--- config.mk ---
export PLATFORM = sky130hd
export DESIGN_NAME = crc32_step_unit
export DESIGN_NICKNAME = d
export VERILOG_FILES = /design/src/rtl/crc_step_pkg.sv /design/src/rtl/crc_step_consts.sv /design/src/rtl/crc_step_front.sv /design/src/rtl/crc_step_back.sv /design/src/rtl/crc32_step_unit.sv
export SDC_FILE = /design/constraint.sdc
export NUM_CORES = 1
export LEC_CHECK = 0
export CAP_MARGIN = 25
export CORE_MARGIN = 2
export CORE_UTILIZATION = 59
export CTS_CLUSTER_DIAMETER = 200
export CTS_CLUSTER_SIZE = 40
export DETAILED_ROUTE_END_ITERATION = 8
export HOLD_SLACK_MARGIN = 0.05
export PLACE_DENSITY_LB_ADDON = 0.3
export SYNTH_ARGS = -nofsm -noshare
export SYNTH_HDL_FRONTEND = slang
export SYNTH_HIERARCHICAL = 1
export SYNTH_SLANG_ARGS = --single-unit
--- constraint.sdc ---
create_clock -name clk -period 5 [get_ports clk]
set_input_delay 0.5 -clock clk [delete_from_list [all_inputs] [get_ports clk]]
set_output_delay 0.5 -clock clk [all_outputs]
set_load 0.05 [all_outputs]
--- src/rtl/crc_step_pkg.sv ---
package crc_step_pkg;

  localparam int unsigned CRC_W = 32;

  typedef enum logic [1:0] {
    SZ_BYTE = 2'd0,
    SZ_HALF = 2'd1,
    SZ_WORD = 2'd2,
    SZ_WALT = 2'd3
  } crc_size_e;

  function automatic logic [CRC_W-1:0] bit_rev32(input logic [CRC_W-1:0] v);
    logic [CRC_W-1:0] r;
    for (int i = 0; i < CRC_W; i++) r[i] = v[CRC_W-1-i];
    return r;
  endfunction

  function automatic logic [2*CRC_W-1:0] clmul32(input logic [CRC_W-1:0] a,
                                                 input logic [CRC_W-1:0] b);
    logic [2*CRC_W-1:0] acc;
    acc = '0;
    for (int i = 0; i < CRC_W; i++)
      if (b[i]) acc = acc ^ ({{CRC_W{1'b0}}, a} << i);
    return acc;
  endfunction

  // floor(x^64 / {1,p}) with the leading x^32 term dropped
  function automatic logic [CRC_W-1:0] barrett_mu(input logic [CRC_W-1:0] p);
    logic [CRC_W:0]   r;
    logic [CRC_W-1:0] q;
    r = '0;
    q = '0;
    for (int i = 2*CRC_W; i >= 0; i--) begin
      r = {r[CRC_W-1:0], (i == 2*CRC_W)};
      if (r[CRC_W]) begin
        if (i < CRC_W) q[i] = 1'b1;
        r = r ^ {1'b1, p};
      end
    end
    return q;
  endfunction

endpackage

--- src/rtl/crc_step_consts.sv ---
module crc_step_consts
  import crc_step_pkg::*;
#(
  parameter logic [CRC_W-1:0] POLY0_REFL = 32'hEDB88320,
  parameter logic [CRC_W-1:0] POLY1_REFL = 32'h82F63B78
) (
  input  logic             sel_i,
  output logic [CRC_W-1:0] poly_o,
  output logic [CRC_W-1:0] mu_o
);

  localparam int unsigned NPOLY = 2;
  localparam logic [NPOLY*CRC_W-1:0] REFL_TAB = {POLY1_REFL, POLY0_REFL};

  logic [CRC_W-1:0] poly_tab [NPOLY];
  logic [CRC_W-1:0] mu_tab   [NPOLY];

  for (genvar g = 0; g < NPOLY; g++) begin : g_poly
    localparam logic [CRC_W-1:0] PNORM = bit_rev32(REFL_TAB[g*CRC_W +: CRC_W]);
    localparam logic [CRC_W-1:0] MU    = barrett_mu(PNORM);
    assign poly_tab[g] = PNORM;
    assign mu_tab[g]   = MU;
  end

  assign poly_o = poly_tab[sel_i];
  assign mu_o   = mu_tab[sel_i];

endmodule

--- src/rtl/crc_step_front.sv ---
module crc_step_front
  import crc_step_pkg::*;
#(
  parameter logic [CRC_W-1:0] POLY0_REFL = 32'hEDB88320,
  parameter logic [CRC_W-1:0] POLY1_REFL = 32'h82F63B78
) (
  input  logic             clk,
  input  logic             rst_n,
  input  logic             start_i,
  input  logic             poly_i,
  input  logic [1:0]       size_i,
  input  logic [CRC_W-1:0] value_i,
  output logic             vld_o,
  output logic             poly_o,
  output logic [CRC_W-1:0] quot_o,
  output logic [CRC_W-1:0] tail_o
);

  logic             vld_q, vld_d;
  logic             poly_q;
  logic [CRC_W-1:0] quot_q, quot_d;
  logic [CRC_W-1:0] tail_q, tail_d;
  logic             accept;
  logic [CRC_W-1:0] mu;
  logic [CRC_W-1:0] unused_poly;
  logic [CRC_W-1:0] rev_val;
  logic [CRC_W-1:0] head;
  logic [2*CRC_W-1:0] prod;

  crc_step_consts #(.POLY0_REFL(POLY0_REFL), .POLY1_REFL(POLY1_REFL)) u_consts (
    .sel_i  (poly_i),
    .poly_o (unused_poly),
    .mu_o   (mu)
  );

  assign accept = start_i & ~vld_q;

  always_comb begin
    rev_val = bit_rev32(value_i);
    case (crc_size_e'(size_i))
      SZ_BYTE: begin head = rev_val >> 24; tail_d = value_i >> 8;  end
      SZ_HALF: begin head = rev_val >> 16; tail_d = value_i >> 16; end
      default: begin head = rev_val;       tail_d = '0;            end
    endcase
    prod   = clmul32(head, mu);
    quot_d = head ^ prod[2*CRC_W-1:CRC_W];
    vld_d  = accept;
  end

  always_ff @(posedge clk or negedge rst_n) begin
    if (!rst_n) vld_q <= 1'b0;
    else        vld_q <= vld_d;
  end

  always_ff @(posedge clk or negedge rst_n) begin
    if (!rst_n) begin
      poly_q <= 1'b0;
      quot_q <= '0;
      tail_q <= '0;
    end else if (accept) begin
      poly_q <= poly_i;
      quot_q <= quot_d;
      tail_q <= tail_d;
    end
  end

  assign vld_o  = vld_q;
  assign poly_o = poly_q;
  assign quot_o = quot_q;
  assign tail_o = tail_q;

  AST_BUSY_ONE_CYCLE: assert property (@(posedge clk) disable iff (!rst_n)
    vld_q |=> !vld_q);
  AST_ACCEPT_ARMS: assert property (@(posedge clk) disable iff (!rst_n)
    (start_i && !vld_q) |=> vld_q);

endmodule

--- src/rtl/crc_step_back.sv ---
module crc_step_back
  import crc_step_pkg::*;
#(
  parameter logic [CRC_W-1:0] POLY0_REFL = 32'hEDB88320,
  parameter logic [CRC_W-1:0] POLY1_REFL = 32'h82F63B78
) (
  input  logic             clk,
  input  logic             rst_n,
  input  logic             vld_i,
  input  logic             poly_i,
  input  logic [CRC_W-1:0] quot_i,
  input  logic [CRC_W-1:0] tail_i,
  output logic [CRC_W-1:0] result_o,
  output logic             done_o
);

  logic [CRC_W-1:0]   pnorm;
  logic [CRC_W-1:0]   unused_mu;
  logic [2*CRC_W-1:0] prod;
  logic [CRC_W-1:0]   res_d, res_q;
  logic               done_d, done_q;

  crc_step_consts #(.POLY0_REFL(POLY0_REFL), .POLY1_REFL(POLY1_REFL)) u_consts (
    .sel_i  (poly_i),
    .poly_o (pnorm),
    .mu_o   (unused_mu)
  );

  always_comb begin
    prod   = clmul32(quot_i, pnorm);
    res_d  = tail_i ^ bit_rev32(prod[CRC_W-1:0]);
    done_d = vld_i;
  end

  always_ff @(posedge clk or negedge rst_n) begin
    if (!rst_n) done_q <= 1'b0;
    else        done_q <= done_d;
  end

  always_ff @(posedge clk or negedge rst_n) begin
    if (!rst_n)     res_q <= '0;
    else if (vld_i) res_q <= res_d;
  end

  assign result_o = res_q;
  assign done_o   = done_q;

  AST_DONE_FOLLOWS: assert property (@(posedge clk) disable iff (!rst_n)
    vld_i |=> done_q);
  AST_DONE_PULSE: assert property (@(posedge clk) disable iff (!rst_n)
    done_q |=> !done_q);
  AST_RESULT_HOLD: assert property (@(posedge clk) disable iff (!rst_n)
    !vld_i |=> $stable(res_q));
  AST_ZERO_IN_ZERO_OUT: assert property (@(posedge clk) disable iff (!rst_n)
    (vld_i && quot_i == '0 && tail_i == '0) |=> (res_q == '0));

endmodule

--- src/rtl/crc32_step_unit.sv ---
module crc32_step_unit
  import crc_step_pkg::*;
#(
  parameter logic [31:0] POLY0_REFL = 32'hEDB88320,
  parameter logic [31:0] POLY1_REFL = 32'h82F63B78
) (
  input  logic        clk,
  input  logic        rst_n,
  input  logic        start_i,
  input  logic        poly_sel_i,
  input  logic [1:0]  size_sel_i,
  input  logic [31:0] value_i,
  output logic [31:0] result_o,
  output logic        done_o
);

  logic             s1_vld;
  logic             s1_poly;
  logic [CRC_W-1:0] s1_quot;
  logic [CRC_W-1:0] s1_tail;

  crc_step_front #(.POLY0_REFL(POLY0_REFL), .POLY1_REFL(POLY1_REFL)) u_front (
    .clk     (clk),
    .rst_n   (rst_n),
    .start_i (start_i),
    .poly_i  (poly_sel_i),
    .size_i  (size_sel_i),
    .value_i (value_i),
    .vld_o   (s1_vld),
    .poly_o  (s1_poly),
    .quot_o  (s1_quot),
    .tail_o  (s1_tail)
  );

  crc_step_back #(.POLY0_REFL(POLY0_REFL), .POLY1_REFL(POLY1_REFL)) u_back (
    .clk      (clk),
    .rst_n    (rst_n),
    .vld_i    (s1_vld),
    .poly_i   (s1_poly),
    .quot_i   (s1_quot),
    .tail_i   (s1_tail),
    .result_o (result_o),
    .done_o   (done_o)
  );

  AST_ONE_DONE_PER_START: assert property (@(posedge clk) disable iff (!rst_n)
    done_o |-> !s1_vld);

endmodule

==> run metrics <==
vias per cell=approximately 5.5; Fmax=between 300 and 400 MHz; R2R Setup Slk=1.89 ns; CP Launch Type=input port; NumNets Final=2593; # rows=between 60 and 70; starting density of the core=60.20%; Final Hold Fails=0; H-tree lvl count=3; Mapped Cells=2688; DP Wirelength=between 30000 and 40000 um; Post-CTS Setup Inserts=0; critical path class=input port to flop; CTS tree=yes; drt drc=0; Die ar.=32720 um^2; Skew-Pair Late Insertion Delay=around 0.37 ns; worst-margin pin slew=1.061 ns; final WL=53550 um; global route total overflow=0; via count=16.36k; I/O Buffers=70; slew margin rel.=29.24%; Die X=180.9 um; Crit path largest cell delay=between 1 and 1.5 ns; Max-Cap Viols=0; Final Max Tran Viols=0; cell mode on critical path=xnor2_1; worst hold path class=input port to asynchronous set/reset pin; final worst-path cycle share=66.09%; pwr/cell area=between 500 and 600 nW/um^2; diode count=0; Clock Tree Root=clkbuf_16; Clock Pin Slew Worst Setup and Hold Paths=0.07 ns; WL/cell=18.12 um; CTS max path bufs=2; DRT antenna net count=0; post-cts sizing count=0; hold-fix buffers at CTS=0; post-route setup TNS=0 ns; Slowest-stage cell, CP=clkdlybuf4s50_1; status=complete, no violations; crit end category=flop; mean area per synthesized cell=6.868 um^2; Setup-failing EPs final=0; ratio of cells with drive above 1 in the final layout=3.906%; Fillers=2771; vias in the first global route=15.95k; Max VDD drop=just over 300 uV; Tot Pwr=11.22 mW; core area=30670 um^2; largest net degree at the start of global routing=roughly 120; LEAKAGE=7.065 nW; RSZ-0062 raised after global routing=no; critical-path cell list=clkdlybuf4s50_1, nand2_1, o21ai_2, nand2_1, xnor2_1, xnor2_1, xnor2_1, xnor2_1, o21ai_1; TritonCTS Buffers=9; data required time at the worst endpoint=5.22 ns; 1st-pass router iterations=5; Die Ht=between 150 and 200 um; GRT Total Usage=32.18%; Synth warnings=6; IO Pins=71; clock skew=0.01286 ns; Tmin final=3.304 ns; global-route wire length before repair=85300 um; CTS sink cnt=91; final core utilization=61.09%; Cell Area, Synth=18460 um^2; Worst Path Max Fanout=19; Area Overhead vs Synth=1.484%; crit path DAT=3.53 ns; initial antenna violation count=0; 1st-iter DRT viols=1647; Placer Congestion=0.9390
[flip-flops by register name, summed over array words and instances (netlist names)]
| name | flops |
|---|---|
| u_back/result_o | 32 |
| u_front/quot_o | 32 |
| u_front/tail_o | 24 |
| u_back/done_o | 1 |
| u_front/poly_o | 1 |
| u_front/vld_o | 1 |
[worst max-delay path, delay by kind of cell]
family,cells,cell delay (ns)
compound gates,2,0.70
xor+xnor,4,0.99
buf+inv,1,1.03
simple gates,2,0.30
[power by group]
part	leakage (nW)	switching, mW	total (mW)	internal, mW
registers	1.12	0.528	1.53	1.00
logic	5.81	4.70	8.97	4.28
clock network	0.136	0.322	0.713	0.391
total	7.07	5.55	11.2	5.67
[layout by cell type (no fill, tap or decap), types with 2 or more instances in the layout]
cell type,count
a21oi_1,18
a22o_1,8
buf_16,2
buf_4,40
clkbuf_1,2
clkbuf_16,9
clkdlybuf4s50_1,67
clkinvlp_4,2
conb_1,42
dfrtp_1,89
mux2_2,18
mux2_4,4
mux2i_1,19
nand2_1,1114
nand2_2,4
nand2b_1,7
nand3_1,7
nor2_1,19
nor2b_1,4
o21ai_0,38
o21ai_1,8
o21ai_2,6
o21ai_4,2
xnor2_1,730
xnor3_1,13
xor2_1,264
[area by class of cell]
class | count | area, um^2 | share of cell area (%)
clock inverter | 5 | 62.56 | 0.3339
clock buffer | 11 | 232.7 | 1.242
timing repair buffer | 111 | 1051 | 5.610
sequential | 91 | 2282 | 12.18
tap | 396 | 495.5 | 2.645
multi-input combinational | 2339 | 14600 | 77.92
inverter | 3 | 13.76 | 0.07346
[through the flow]
step	hold slack [ns]	instances	worst slack, ns	instance area, um^2
floorplan	0.2044	2725	2.718	18600
global placement	0.4598	2938	1.365	18390
detailed placement	0.4605	2938	1.402	18390
CTS	0.2615	2954	1.743	18680
global route	0.3082	2956	1.585	18740
finish	0.2325	2956	1.696	18740
[routing by layer]
layer  global-route usage (%)  wire length [um]
met1                    40.88             21210
met2                    54.60             25770
met3                    3.366              4421
met4                    15.23              2154
met5                        0                 0
[path summary, 6_finish.rpt]
path                                                      from                              end  cells past startpoint
worst max-delay path                             size_sel_i[0]    u_front/quot_o[6]$_DFFE_PN0P_                      9
worst min-delay path                                     rst_n  u_back/result_o[29]$_DFFE_PN0P_                      1
worst max register to register      u_front/poly_o$_DFFE_PN0P_  u_back/result_o[16]$_DFFE_PN0P_                      9
worst min register to register  u_front/quot_o[31]$_DFFE_PN0P_   u_front/quot_o[31]$_DFFE_PN0P_                      2
max in group asynchronous                                rst_n       u_front/poly_o$_DFFE_PN0P_                      2
min in group clk                u_front/quot_o[31]$_DFFE_PN0P_   u_front/quot_o[31]$_DFFE_PN0P_                      2
Note: power is estimated with default switching activity, not from simulation.
